==> config.mk <==
export PLATFORM = sky130hd
export DESIGN_NAME = ext_bus_seq
export DESIGN_NICKNAME = d
export VERILOG_FILES = /design/src/rtl/ext_bus_pkg.sv /design/src/rtl/bus_phase_ctrl.sv /design/src/rtl/bus_strobe_gen.sv /design/src/rtl/bus_data_path.sv /design/src/rtl/ext_bus_seq.sv
export SDC_FILE = /design/constraint.sdc
export NUM_CORES = 1
export LEC_CHECK = 0
export ABC_CLOCK_PERIOD_IN_PS = 4100
export BUFFER_PORTS_ARGS = -buffer_cell sky130_fd_sc_hd__buf_2
export CORE_UTILIZATION = 50
export CTS_BUF_LIST = sky130_fd_sc_hd__clkbuf_4 sky130_fd_sc_hd__clkbuf_8
export CTS_CLUSTER_SIZE = 20
export DETAILED_ROUTE_END_ITERATION = 16
export PLACE_DENSITY = 0.87
export SLEW_MARGIN = 20
export SYNTH_ARGS = -nofsm -noshare
export SYNTH_HDL_FRONTEND = slang
export SYNTH_SLANG_ARGS = --single-unit
==> constraint.sdc <==
create_clock -name clk -period 4.1 [get_ports clk]
set_clock_uncertainty 0.15 [all_clocks]
set_input_delay 1.23 -clock clk [delete_from_list [all_inputs] [get_ports clk]]
set_output_delay 1.23 -clock clk [all_outputs]
set_load 0.05 [all_outputs]
==> src/rtl/ext_bus_pkg.sv <==
package ext_bus_pkg;
  typedef enum logic [2:0] {
    PH_IDLE = 3'd0,
    PH_T0   = 3'd1,
    PH_T1   = 3'd2,
    PH_T2   = 3'd3,
    PH_T3   = 3'd4,
    PH_ACK  = 3'd5
  } bus_phase_e;
endpackage

==> src/rtl/bus_phase_ctrl.sv <==
module bus_phase_ctrl
  import ext_bus_pkg::*;
(
  input  logic       clk,
  input  logic       rst,
  input  logic       req_valid,
  output bus_phase_e phase_q,
  output bus_phase_e phase_d,
  output logic       accept
);
  always_comb begin
    accept  = (phase_q == PH_IDLE) && req_valid;
    phase_d = phase_q;
    unique case (phase_q)
      PH_IDLE: if (req_valid) phase_d = PH_T0;
      PH_T0:   phase_d = PH_T1;
      PH_T1:   phase_d = PH_T2;
      PH_T2:   phase_d = PH_T3;
      PH_T3:   phase_d = PH_ACK;
      PH_ACK:  phase_d = PH_IDLE;
      default: phase_d = PH_IDLE;
    endcase
  end

  always_ff @(posedge clk) begin
    if (rst) phase_q <= PH_IDLE;
    else     phase_q <= phase_d;
  end

  // once started, a cycle never falls back to idle before acknowledging
  p_no_abort_r2: assert property (@(posedge clk) disable iff (rst)
    (phase_q inside {PH_T0, PH_T1, PH_T2, PH_T3}) |=> (phase_q != PH_IDLE));
endmodule

==> src/rtl/bus_strobe_gen.sv <==
module bus_strobe_gen
  import ext_bus_pkg::*;
(
  input  logic       clk,
  input  logic       rst,
  input  bus_phase_e phase_d,
  input  logic       op_wr,
  input  logic       low_power,
  input  logic       drv_hold,
  output logic       rd_n,
  output logic       wr_n,
  output logic       strobe_oe,
  output logic       data_dir,
  output logic       data_oe,
  output logic       req_ack
);
  logic strobe_win, dir_win, drive_win;

  always_comb begin
    strobe_win = (phase_d == PH_T1) || (phase_d == PH_T2);
    dir_win    = strobe_win || (phase_d == PH_T3);
    drive_win  = (phase_d == PH_T2) || (phase_d == PH_T3);
  end

  always_ff @(posedge clk) begin
    if (rst) begin
      rd_n      <= 1'b1;
      wr_n      <= 1'b1;
      strobe_oe <= 1'b0;
      data_dir  <= 1'b0;
      data_oe   <= 1'b0;
      req_ack   <= 1'b0;
    end else begin
      rd_n      <= !(strobe_win && !op_wr);
      wr_n      <= !(strobe_win && op_wr);
      data_dir  <= dir_win && op_wr;
      data_oe   <= drive_win && op_wr;
      req_ack   <= (phase_d == PH_ACK);
      strobe_oe <= (phase_d != PH_IDLE) || !low_power || drv_hold;
    end
  end

  // pins never drive outward while a read strobe is active
  p_oe_needs_dir_r4: assert property (@(posedge clk) disable iff (rst)
    data_oe |-> (data_dir && rd_n));
  // a falling write strobe is followed by write data on the bus
  p_wr_then_drive_r4: assert property (@(posedge clk) disable iff (rst)
    $fell(wr_n) |=> data_oe);
  // acknowledge lasts one clock
  p_ack_pulse_r2: assert property (@(posedge clk) disable iff (rst)
    req_ack |=> !req_ack);
endmodule

==> src/rtl/bus_data_path.sv <==
module bus_data_path
  import ext_bus_pkg::*;
#(
  parameter int AW = 16,
  parameter int DW = 16
) (
  input  logic          clk,
  input  logic          rst,
  input  logic          accept,
  input  bus_phase_e    phase_q,
  input  bus_phase_e    phase_d,
  input  logic          req_write,
  input  logic          req_space,
  input  logic [AW-1:0] req_addr,
  input  logic [DW-1:0] req_wdata,
  input  logic [DW-1:0] data_in,
  output logic          op_wr,
  output logic [AW-1:0] bus_addr,
  output logic          sel_prog,
  output logic          sel_data,
  output logic [DW-1:0] data_out,
  output logic [DW-1:0] rd_data
);
  always_ff @(posedge clk) begin
    if (rst) begin
      op_wr    <= 1'b0;
      bus_addr <= '0;
      data_out <= '0;
    end else if (accept) begin
      op_wr    <= req_write;
      bus_addr <= req_addr;
      data_out <= req_wdata;
    end
  end

  always_ff @(posedge clk) begin
    if (rst) begin
      sel_prog <= 1'b0;
      sel_data <= 1'b0;
    end else if (accept) begin
      sel_prog <= req_space;
      sel_data <= !req_space;
    end else if (phase_d == PH_ACK || phase_d == PH_IDLE) begin
      sel_prog <= 1'b0;
      sel_data <= 1'b0;
    end
  end

  always_ff @(posedge clk) begin
    if (rst)                               rd_data <= '0;
    else if (phase_q == PH_T2 && !op_wr)   rd_data <= data_in;
  end

  // the latched operation cannot change while a cycle is in flight
  p_op_frozen_r9: assert property (@(posedge clk) disable iff (rst)
    (phase_q inside {PH_T0, PH_T1, PH_T2}) |=> $stable(op_wr) && $stable(bus_addr));
endmodule

==> src/rtl/ext_bus_seq.sv <==
module ext_bus_seq
  import ext_bus_pkg::*;
#(
  parameter int AW = 16,
  parameter int DW = 16
) (
  input  logic          clk,
  input  logic          rst,
  input  logic          req_valid,
  input  logic          req_write,
  input  logic          req_space,
  input  logic [AW-1:0] req_addr,
  input  logic [DW-1:0] req_wdata,
  output logic          req_ack,
  output logic [DW-1:0] rd_data,
  input  logic          low_power,
  input  logic          drv_hold,
  output logic [AW-1:0] bus_addr,
  output logic          sel_prog,
  output logic          sel_data,
  output logic          rd_n,
  output logic          wr_n,
  output logic          strobe_oe,
  output logic          data_dir,
  output logic          data_oe,
  output logic [DW-1:0] data_out,
  input  logic [DW-1:0] data_in
);
  bus_phase_e phase_q, phase_d;
  logic       accept;
  logic       op_wr;

  bus_phase_ctrl u_phase (
    .clk(clk), .rst(rst), .req_valid(req_valid),
    .phase_q(phase_q), .phase_d(phase_d), .accept(accept)
  );

  bus_strobe_gen u_strobe (
    .clk(clk), .rst(rst), .phase_d(phase_d), .op_wr(op_wr),
    .low_power(low_power), .drv_hold(drv_hold),
    .rd_n(rd_n), .wr_n(wr_n), .strobe_oe(strobe_oe),
    .data_dir(data_dir), .data_oe(data_oe), .req_ack(req_ack)
  );

  bus_data_path #(.AW(AW), .DW(DW)) u_data (
    .clk(clk), .rst(rst), .accept(accept), .phase_q(phase_q), .phase_d(phase_d),
    .req_write(req_write), .req_space(req_space), .req_addr(req_addr),
    .req_wdata(req_wdata), .data_in(data_in), .op_wr(op_wr),
    .bus_addr(bus_addr), .sel_prog(sel_prog), .sel_data(sel_data),
    .data_out(data_out), .rd_data(rd_data)
  );

  // strobes are mutually exclusive
  p_excl_strobe_r8: assert property (@(posedge clk) disable iff (rst)
    !(!rd_n && !wr_n));
  // address steady across consecutive strobe-low clocks
  p_addr_stable_r7: assert property (@(posedge clk) disable iff (rst)
    (!rd_n || !wr_n) |=> (rd_n && wr_n) || $stable(bus_addr));
  // exactly one space select while a strobe is low
  p_sel_valid_r7: assert property (@(posedge clk) disable iff (rst)
    (!rd_n || !wr_n) |-> (sel_prog ^ sel_data));
  // strobe pads are driven whenever a strobe is low
  p_strobe_driven_r10: assert property (@(posedge clk) disable iff (rst)
    (!rd_n || !wr_n) |-> strobe_oe);
endmodule

==> summary.md <==
| Metric | Value |
|---|---|
| Outcome | `finished, final reports clean` |
| Synthesized cell area | `2150 um2` |
| Gp weighted congestion | `slightly above 0.7` |
| Kind of critical path | `input pin to flop` |
| CP endpoint | `u_data.data_out[2]` |
| Chip width | `67.6 um` |
| Drt pass-1 iters | `4` |
| Antenna cell count | `0` |
| Clock transition at path regs | `0.06 ns` |
| I/O Pins | `111` |
| Drt first-iter violations | `77` |
| Commonest non-fill, non-tap cell in the layout | `buf_2` |
| Initial Util | `between 50% and 60%` |
| Hold Buf Count CTS | `0` |
| Global route total overflow | `0` |
| Dominant synthesized flop cell | `dfxtp_1` |
| Peak Freq | `413 MHz` |
| Min Tclk post-route | `2.42 ns` |
| Yosys reg bits | `60` |
| Reg2reg start | `u_phase.phase_q[1]` |
| Yosys cell types | `27` |
| Area grow syn2layout | `30.8%` |
| Bufs on Longest Clock Path | `2` |
| Core Region | `between 4000 and 5000 um2` |
| Crit path from | `req_valid` |
| Setup Viol. Count Final | `0` |
| Ys async rst share | `0%` |
| Post-DP HPWL | `3410 um` |
| Post-DRT Antenna Nets | `0` |
| Post-synth EDFFs | `0` |
| Crit-path cells | `buf_2 -> nor4b_4 -> buf_4 -> nand2_1 -> a21oi_1` |
| Slowest stage delay, CP | `0.62 ns` |
| WL/cell | `11.8 um` |
| Least-Margin Pin Slew | `0.749 ns` |
| Die area | `4570 um2` |
| Leakage Power | `1.32 nW` |
| Setup Fix Bufs, Post-CTS | `0` |
| RSZ-0062 raised after global routing | `false` |
| Ys Warns | `0` |
| Largest net degree at the start of global routing | `36` |
| Global-route wire length before repair | `7200 um` |
| Pre-CTS setup slack | `~1.3 ns` |
| Root Buffer | `clkbuf_8` |
| Avg Inst Size Synth | `between 8 and 9 um2` |
| Number of global-route vias before repair | `roughly 1,700` |
| Number of max-cap violations | `0` |
| Critical Path End Type | `flop` |
| Startpoint Class | `input pin` |
| Worst r2r dst | `u_data.data_out[2]` |
| Worst path slowest cell | `nor4b_4` |
| Final setup TNS | `0 ns` |
| PwrDens | `489 nW/um2` |
| Initial antenna violation count | `0` |
| Period utilization | `59.0%` |
| Sequential cell area fraction in the yosys report | `between 50% and 60%` |
| Drt drc | `0` |
| Via count | `between 1,500 and 2,000` |
| Syn Inst Count | `253` |
| Die Span Y | `roughly 68 um` |
| VDD IR max | `0.305 mV` |
| GRT Total Usage | `between 20 and 25%` |
| Most frequent cells in the layout | `buf_2, nand2_1, dfxtp_1` |
| Worst skew pair latency | `0.32 ns` |
| Worst EP arrival | `2.52 ns` |
| Slack of the critical path | `1.68 ns` |
| Vias per inst | `4.78` |
| Reg2reg setup slack | `2.13 ns` |
| IO buf count | `110` |
| Slew Viols, Final | `0` |
| Layout net count | `412` |
| Share of cells above drive strength 1 | `about 37%` |
| Final Hold Vio Count | `0` |
| CTS tree | `done` |
| Number of CTS-inserted buffers | `9` |
| FP Rows | `23` |
| Worst-path fanout max | `20` |
| Relative slew margins | `49.9%` |
| Worst min path class | `flop to flop` |
| Final wirelength | `4840 um` |
| CP required | `4.20 ns` |
| H-tree level count | `3` |
| Post_cts resized | `0` |
| FF-to-FF path depth | `4` |
| Clock sink count | `60` |
| Syn_nets | `308` |
synthesized netlist by cell type, types with 2 or more instances:
library cell	count	area [um2]
clkbuf_1	9	33.8
nor3_1	5	25.0
nor2_1	2	7.51
nand2_1	99	372
dfxtp_1	60	1200
buf_8	3	45.0
buf_6	3	33.8
buf_2	4	20.0
a21oi_1	50	250
how the worst min path moves through the flow:
stage	start	depth (start not counted)	end	slack (ns)
final	u_data.sel_data	1	u_data.sel_data	0.30
after global routing	u_data.rd_data[6]	2	u_data.rd_data[6]	0.32
after CTS	u_data.sel_data	1	u_data.sel_data	0.30
after detailed placement	u_data.sel_data	1	u_data.sel_data	0.28
after global placement	u_data.rd_data[1]	2	u_data.rd_data[1]	0.29
after floorplan	u_data.op_wr	1	u_strobe.wr_n	0.27
metrics by stage:
stage	instances	total power (W)	utilization [%]	instance area [um2]	hold slack, ns
6_report	411	0.00138	69.3	2810	0.296
5_1_grt	411	0.00145	69.3	2810	0.322
4_1_cts	411	0.00139	69.3	2810	0.298
3_5_place_dp	396	0.000953	65.4	2650	0.284
3_3_place_gp	396	0.000947	65.4	2650	0.289
2_1_floorplan	253	0.000893	-	2150	0.267
where the power goes:
part	internal [W]	leakage [nW]	total [W]	switching [W]
Combinational	0.0000793	0.742	0.000289	0.000210
Clock	0.000233	0.0902	0.000437	0.000204
Sequential	0.000623	0.490	0.000649	0.0000263
critical path: cells and delay by family:
kind / cells / cell delay, ns
compound gates: 1 / 0.12
simple gates: 2 / 0.72
buf+inv: 2 / 0.45
kinds of logic after synthesis:
group                     after synthesis  synth area share, %
buffers and inverters                  21                 6.69
AOI/OAI and AO/OA                      54                 13.2
DFF                                    60                 55.8
xor gates and xnor gates                1                0.407
and+or+nand+nor                       117                 23.9
routing by layer:
metal,vias up,GRT usage [%],routed length [um]
met2,86,37.3,2270
met3,7,8.78,493
met4,0,12.0,71
met1,846,21.9,2000
li1,1025,-,-
met5,-,0,0
state kept, by name (all words and copies together), names as in the netlist:
register / cells
u_data.bus_addr: 16
u_data.data_out: 16
u_data.op_wr: 1
u_data.rd_data: 16
u_data.sel_data: 1
u_data.sel_prog: 1
u_phase.phase_q: 3
u_strobe.data_dir: 1
u_strobe.data_oe: 1
u_strobe.rd_n: 1
u_strobe.req_ack: 1
u_strobe.strobe_oe: 1
u_strobe.wr_n: 1
final cells by class:
cell class / instances / area, um2
Fill cell: 339 / 1240
Tap cell: 50 / 62.6
Clock buffer: 12 / 146
Multi-Input combinational cell: 172 / 812
Clock inverter: 3 / 15.0
Inverter: 1 / 3.75
Sequential cell: 60 / 1200
Timing Repair Buffer: 113 / 573
(Power assumes the default switching activity.)
